[config.mk]
export PLATFORM = sky130hd
export DESIGN_NAME = gpio_window_bank
export DESIGN_NICKNAME = d
export VERILOG_FILES = /design/src/rtl/gpio_win_pkg.sv /design/src/rtl/gpio_win_decode.sv /design/src/rtl/gpio_sync2.sv /design/src/rtl/gpio_port.sv /design/src/rtl/gpio_window_bank.sv
export SDC_FILE = /design/constraint.sdc
export NUM_CORES = 1
export LEC_CHECK = 0
export BUFFER_PORTS_ARGS = -buffer_cell sky130_fd_sc_hd__buf_2
export CAP_MARGIN = 20
export CORE_ASPECT_RATIO = 1.2
export CORE_MARGIN = 2
export CORE_UTILIZATION = 45
export CTS_BUF_LIST = sky130_fd_sc_hd__clkbuf_8
export CTS_CLUSTER_SIZE = 10
export DETAILED_ROUTE_END_ITERATION = 8
export GPL_TIMING_DRIVEN = 0
export MAX_ROUTING_LAYER = met4
export PLACE_DENSITY = 0.66
export SETUP_SLACK_MARGIN = 0.2
export SLEW_MARGIN = 20
export SYNTH_ARGS = -nofsm -noshare
export SYNTH_HDL_FRONTEND = slang
export SYNTH_HIERARCHICAL = 1
export SYNTH_SLANG_ARGS = --single-unit
[constraint.sdc]
create_clock -name clk -period 12.4 [get_ports clk]
set_clock_uncertainty 0.05 [all_clocks]
set_input_delay 2.48 -clock clk [delete_from_list [all_inputs] [get_ports clk]]
set_output_delay 2.48 -clock clk [all_outputs]
set_load 0.01 [all_outputs]
[src/rtl/gpio_win_pkg.sv]
package gpio_win_pkg;
    localparam int NPORTS     = 4;
    localparam int PORT_W     = 8;
    localparam int WIN_BYTES  = 16;
    localparam int WIN_OFF_W  = $clog2(WIN_BYTES);
    localparam int PIDX_W     = $clog2(NPORTS);
    localparam int PINS       = NPORTS * PORT_W;

    typedef enum logic [1:0] {
        REG_OUT  = 2'd0,
        REG_IN   = 2'd1,
        REG_EVEN = 2'd2,
        REG_EVST = 2'd3
    } reg_kind_e;

    typedef struct packed {
        logic              hit;
        logic              occupied;
        logic [PIDX_W-1:0] port;
        reg_kind_e         kind;
    } win_sel_t;

    function automatic logic [WIN_OFF_W-1:0] port_base(input int p);
        case (p)
            0:       return WIN_OFF_W'(0);
            1:       return WIN_OFF_W'(4);
            2:       return WIN_OFF_W'(8);
            default: return WIN_OFF_W'(10);
        endcase
    endfunction

    function automatic bit evt_capable(input int p);
        return p < 2;
    endfunction
endpackage

[src/rtl/gpio_win_decode.sv]
module gpio_win_decode
    import gpio_win_pkg::*;
#(
    parameter int ADDR_W = 16
) (
    input  logic [ADDR_W-1:0] addr,
    input  logic [ADDR_W-1:0] base,
    input  logic              active,
    output win_sel_t          sel
);
    logic [ADDR_W-1:0]    off;
    logic [WIN_OFF_W-1:0] rel;

    always_comb begin
        off = addr - base;
        rel = '0;
        sel = '0;
        sel.hit = active && (addr >= base) && (off < ADDR_W'(WIN_BYTES));
        if (sel.hit) begin
            // ascending scan: a later port overrides, so the higher index owns overlaps
            for (int p = 0; p < NPORTS; p++) begin
                rel = off[WIN_OFF_W-1:0] - port_base(p);
                if (rel <= WIN_OFF_W'(3)) begin
                    sel.occupied = 1'b1;
                    sel.port     = PIDX_W'(p);
                    sel.kind     = reg_kind_e'(rel[1:0]);
                end
            end
        end
    end
endmodule

[src/rtl/gpio_sync2.sv]
module gpio_sync2 #(
    parameter int W = 32
) (
    input  logic         clk,
    input  logic         rst,
    input  logic [W-1:0] d,
    output logic [W-1:0] q
);
    logic [W-1:0] meta;

    always_ff @(posedge clk) begin
        if (rst) begin
            meta <= '0;
            q    <= '0;
        end else begin
            meta <= d;
            q    <= meta;
        end
    end
endmodule

[src/rtl/gpio_port.sv]
module gpio_port
    import gpio_win_pkg::*;
#(
    parameter bit HAS_EVT = 1'b1
) (
    input  logic              clk,
    input  logic              rst,
    input  logic              wr_out,
    input  logic              wr_en,
    input  logic              wr_st,
    input  logic [PORT_W-1:0] wdata,
    input  logic [PORT_W-1:0] pin_s,
    output logic [PORT_W-1:0] out_q,
    output logic [PORT_W-1:0] en_q,
    output logic [PORT_W-1:0] st_q
);
    always_ff @(posedge clk) begin
        if (rst)         out_q <= '0;
        else if (wr_out) out_q <= wdata;
    end

    generate
        if (HAS_EVT) begin : g_evt
            logic [PORT_W-1:0] prev_q, en_r, st_r, rise, clr;
            assign rise = pin_s & ~prev_q;
            assign clr  = wr_st ? wdata : '0;
            always_ff @(posedge clk) begin
                if (rst) begin
                    prev_q <= '0;
                    en_r   <= '0;
                    st_r   <= '0;
                end else begin
                    prev_q <= pin_s;
                    if (wr_en) en_r <= wdata;
                    st_r <= (st_r & ~clr) | (rise & en_r);
                end
            end
            assign en_q = en_r;
            assign st_q = st_r;
        end else begin : g_noevt
            logic unused_inputs;
            assign unused_inputs = ^{wr_en, wr_st, pin_s};
            assign en_q = '0;
            assign st_q = '0;
        end
    endgenerate
endmodule

[src/rtl/gpio_window_bank.sv]
module gpio_window_bank
    import gpio_win_pkg::*;
#(
    parameter int ADDR_W = 16
) (
    input  logic              clk,
    input  logic              rst,
    input  logic [ADDR_W-1:0] win_base,
    input  logic              win_active,
    input  logic [ADDR_W-1:0] io_addr,
    input  logic              io_wr,
    input  logic              io_rd,
    input  logic [7:0]        io_wdata,
    output logic [7:0]        io_rdata,
    output logic              io_hit,
    input  logic [PINS-1:0]   pin_in,
    output logic [PINS-1:0]   pin_out,
    output logic              evt_irq
);
    win_sel_t          sel;
    logic [PINS-1:0]   pin_s;
    logic [PORT_W-1:0] out_a [NPORTS];
    logic [PORT_W-1:0] en_a  [NPORTS];
    logic [PORT_W-1:0] st_a  [NPORTS];
    logic [NPORTS-1:0] port_evt;
    logic              wr_go;

    gpio_win_decode #(.ADDR_W(ADDR_W)) u_dec (
        .addr(io_addr), .base(win_base), .active(win_active), .sel(sel)
    );

    gpio_sync2 #(.W(PINS)) u_sync (
        .clk(clk), .rst(rst), .d(pin_in), .q(pin_s)
    );

    assign wr_go  = io_wr && sel.occupied;
    assign io_hit = sel.hit;

    generate
        for (genvar p = 0; p < NPORTS; p++) begin : g_port
            logic sel_me;
            assign sel_me = wr_go && (sel.port == PIDX_W'(p));
            gpio_port #(.HAS_EVT(evt_capable(p))) u_port (
                .clk   (clk),
                .rst   (rst),
                .wr_out(sel_me && sel.kind == REG_OUT),
                .wr_en (sel_me && sel.kind == REG_EVEN),
                .wr_st (sel_me && sel.kind == REG_EVST),
                .wdata (io_wdata),
                .pin_s (pin_s[p*PORT_W +: PORT_W]),
                .out_q (out_a[p]),
                .en_q  (en_a[p]),
                .st_q  (st_a[p])
            );
            assign pin_out[p*PORT_W +: PORT_W] = out_a[p];
            assign port_evt[p] = |st_a[p];
        end
    endgenerate

    assign evt_irq = |port_evt;

    always_comb begin
        io_rdata = '0;
        if (io_rd && sel.occupied) begin
            case (sel.kind)
                REG_OUT:  io_rdata = out_a[sel.port];
                REG_IN:   io_rdata = pin_s[sel.port*PORT_W +: PORT_W];
                REG_EVEN: io_rdata = en_a[sel.port];
                REG_EVST: io_rdata = st_a[sel.port];
                default:  io_rdata = '0;
            endcase
        end
    end
endmodule

==> impl_metrics.csv <==
group,metric,value,unit
synthesis,syn_area,7387,um^2
power,p_total,0.001017,W
timing,final-max-slew-violation-count,0,
clocking,cts_resized,0,
timing,fin_crit,8982,ps
detailed_routing,routed_wl,17.16,mm
power,p_sw_frac,0.2446,
timing,hold_viol_final,0,
finish,fill_cells,1498,
floorplan,core_area,16140,um^2
global_routing,grt_antenna_before_repair,0,
detailed_routing,drtIter0Drc,332,
floorplan,io_pins,119,
clocking,clockBufferDepth,2,
finish,area_delta_synth_final,19.28,%
floorplan,start_util,0.4576,
global_routing,grt_max_degree,18,
clocking,cts_root_buf,"clkbuf_8",
clocking,clk_pin_slew_worst_paths,70,ps
power,power.leakage,3.757,nW
clocking,h-tree-depth,4,
detailed_routing,vias_per_cell,5.055,
clocking,cts-buffers-inserted,17,
detailed_routing,final_antenna_net_count,0,
timing,worstMarginPinSlew,1082,ps
power,p_switching,0.0002487,W
critical_path,r2r_start,"u_sync/q[10]$_SDFF_PP0_",
place,placed_cells,1083,
power,power_frac_comb,0.124,
clocking,cts_tree,"done",
global_routing,gr-total-overflow,0,
critical_path,required,9870,ps
power,internal-power,0.0007683,W
timing,rsz0062_at_grt,"no",
detailed_routing,first_pass_iters,5,
synthesis,yosys_warnings,6,
timing,final.period_utilization,0.7243,
finish,antenna_cells,0,
clocking,clk_latency,450,ps
finish,drive_above_1_share,0.3477,
global_routing,grt.total_usage,0.2104,
status,outcome,"completed",
critical_path,worst-path-max-fanout,7,
timing,setup_viol,0,
critical_path,crit_path_start,"io_addr[0]",
floorplan,num_rows,51,
flow_run,maxCapViolations,0,
place,gp_congestion,0.8360,
timing,fmax,111.3,MHz
floorplan,die_width,121.0,um
power,pwr_density_cell,115.4,nW/um^2
power,irDropWorstVdd,0.06037,mV
timing,fin_setup_tns,0,ps
place,dp_hpwl,13.09,mm
clocking,ctsHoldBuffers,0,
place,io_buffers,118,
finish,final_cells,1115,
detailed_routing,wl_per_cell,15.39,um
power,seq_power_share,0.468,
floorplan,die_h,144.4,um
clocking,cts_setup_buffers,0,
critical_path,endpoint_kind,"output pin",
detailed_routing,drc,0,
global_routing,grt_pass1_vias,5353,
global_routing,grt_first_pass_wirelength,27.67,mm
floorplan,dieArea,17460,um^2
power,clockPowerShare,0.408,
synthesis,syn_inst,723,
critical_path,critPathKind,"in2out",
clocking,cts.sinks,144,
worst_hold_path,holdCritPathClass,"reg2reg",
critical_path,start_kind,"input pin",
timing,slew_headroom,0.2771,
worst_hold_path,hp-start,"u_sync/meta[3]$_SDFF_PP0_",
synthesis,syn-mean-instance-area,10.22,um^2
critical_path,arrival,6450,ps
detailed_routing,vias,5636,
finish,fin_nets,985,
[power by group through the flow]
stage | sequential (W) | clock (W) | combinational (W)
floorplan | 0.000486 | 0 | 0.0000904
CTS | 0.000476 | 0.000424 | 0.000125
detailed placement | 0.000487 | 0 | 0.000124
finish | 0.000476 | 0.000415 | 0.000126
global placement | 0.000487 | 0 | 0.000124
global route | 0.000477 | 0.000445 | 0.000140
[flip-flops by register name, summed over array words and instances, names as in the netlist]
name	cells
g_port.u_port/st_q	16
u_sync/q	32
u_sync/meta	32
g_port.u_port/en_q	16
g_port.u_port/out_q	32
g_port.u_port/g_evt.prev_q	16
[path summary, 6_finish.rpt]
kind	endpoint	slack, ps	cells after the start
min reg2reg	u_sync/q[3]$_SDFF_PP0_	390	1
max	io_rdata[1]	3420	16
max reg2reg	g_port[1].u_port/st_q[2]$_SDFF_PP0_	11540	2
min	u_sync/q[3]$_SDFF_PP0_	390	1
[final cells by class]
class,count,area (um^2),area share
clock inverters,12,180.2,0.02045
flip-flops and latches,144,2883,0.3272
inverters,20,80.08,0.009088
plain buffers,69,548.0,0.06220
multi-input cells,520,3989,0.4527
well taps,212,265.3,0.03011
repair buffers,118,590.6,0.06703
clock buffers,20,275.3,0.03124
[worst max-delay path: stages]
cell      delay [ps]
buf_2             70
inv_1             30
ha_1             210
fa_1             400
nand2b_1         180
a21oi_1          300
o31a_2           220
or3_1            120
nand4b_1         170
nor4b_4          430
and4_1           280
nor3b_1          880
a22oi_1          270
o211ai_1         190
nor2_1            80
buf_2            140
[metal layers]
layer	wire length, um	GRT usage	part of all wire
met5	0	-	0
met4	182	0.05753	0.011
met3	812	0.04338	0.047
met2	8142	0.3344	0.47
met1	8027	0.2732	0.47
[metrics by stage]
| stage | instance area, um^2 | hold slack, ps | util | setup slack, ps |
|---|---|---|---|---|
| after detailed placement | 8356 | 370.8 | 0.5176 | 3500 |
| after floorplan | 7500 | 363.8 | - | 4396 |
| after global routing | 8811 | 400.9 | 0.5458 | 3230 |
| final | 8811 | 390.1 | 0.5458 | 3418 |
| after global placement | 8356 | 371.0 | 0.5176 | 3480 |
| after CTS | 8811 | 394.4 | 0.5458 | 3465 |
[cell usage in the layout (no fill, tap or decap), types with 8 or more instances in the layout]
| cell type | n |
|---|---|
| dfxtp_1 | 144 |
| buf_2 | 125 |
| nor2_1 | 73 |
| mux2i_1 | 63 |
| nor2b_2 | 60 |
| buf_4 | 35 |
| nand2_1 | 35 |
| conb_1 | 32 |
| nor2b_1 | 27 |
| mux4_2 | 22 |
| clkbuf_8 | 20 |
| inv_1 | 18 |
| a21oi_1 | 18 |
| ha_1 | 17 |
| o21ai_0 | 16 |
| a32o_1 | 16 |
| buf_6 | 14 |
| nor4_1 | 11 |
| o211ai_1 | 10 |
| o22ai_1 | 9 |
| and2b_1 | 8 |
Power figures use the tool's default switching activity.
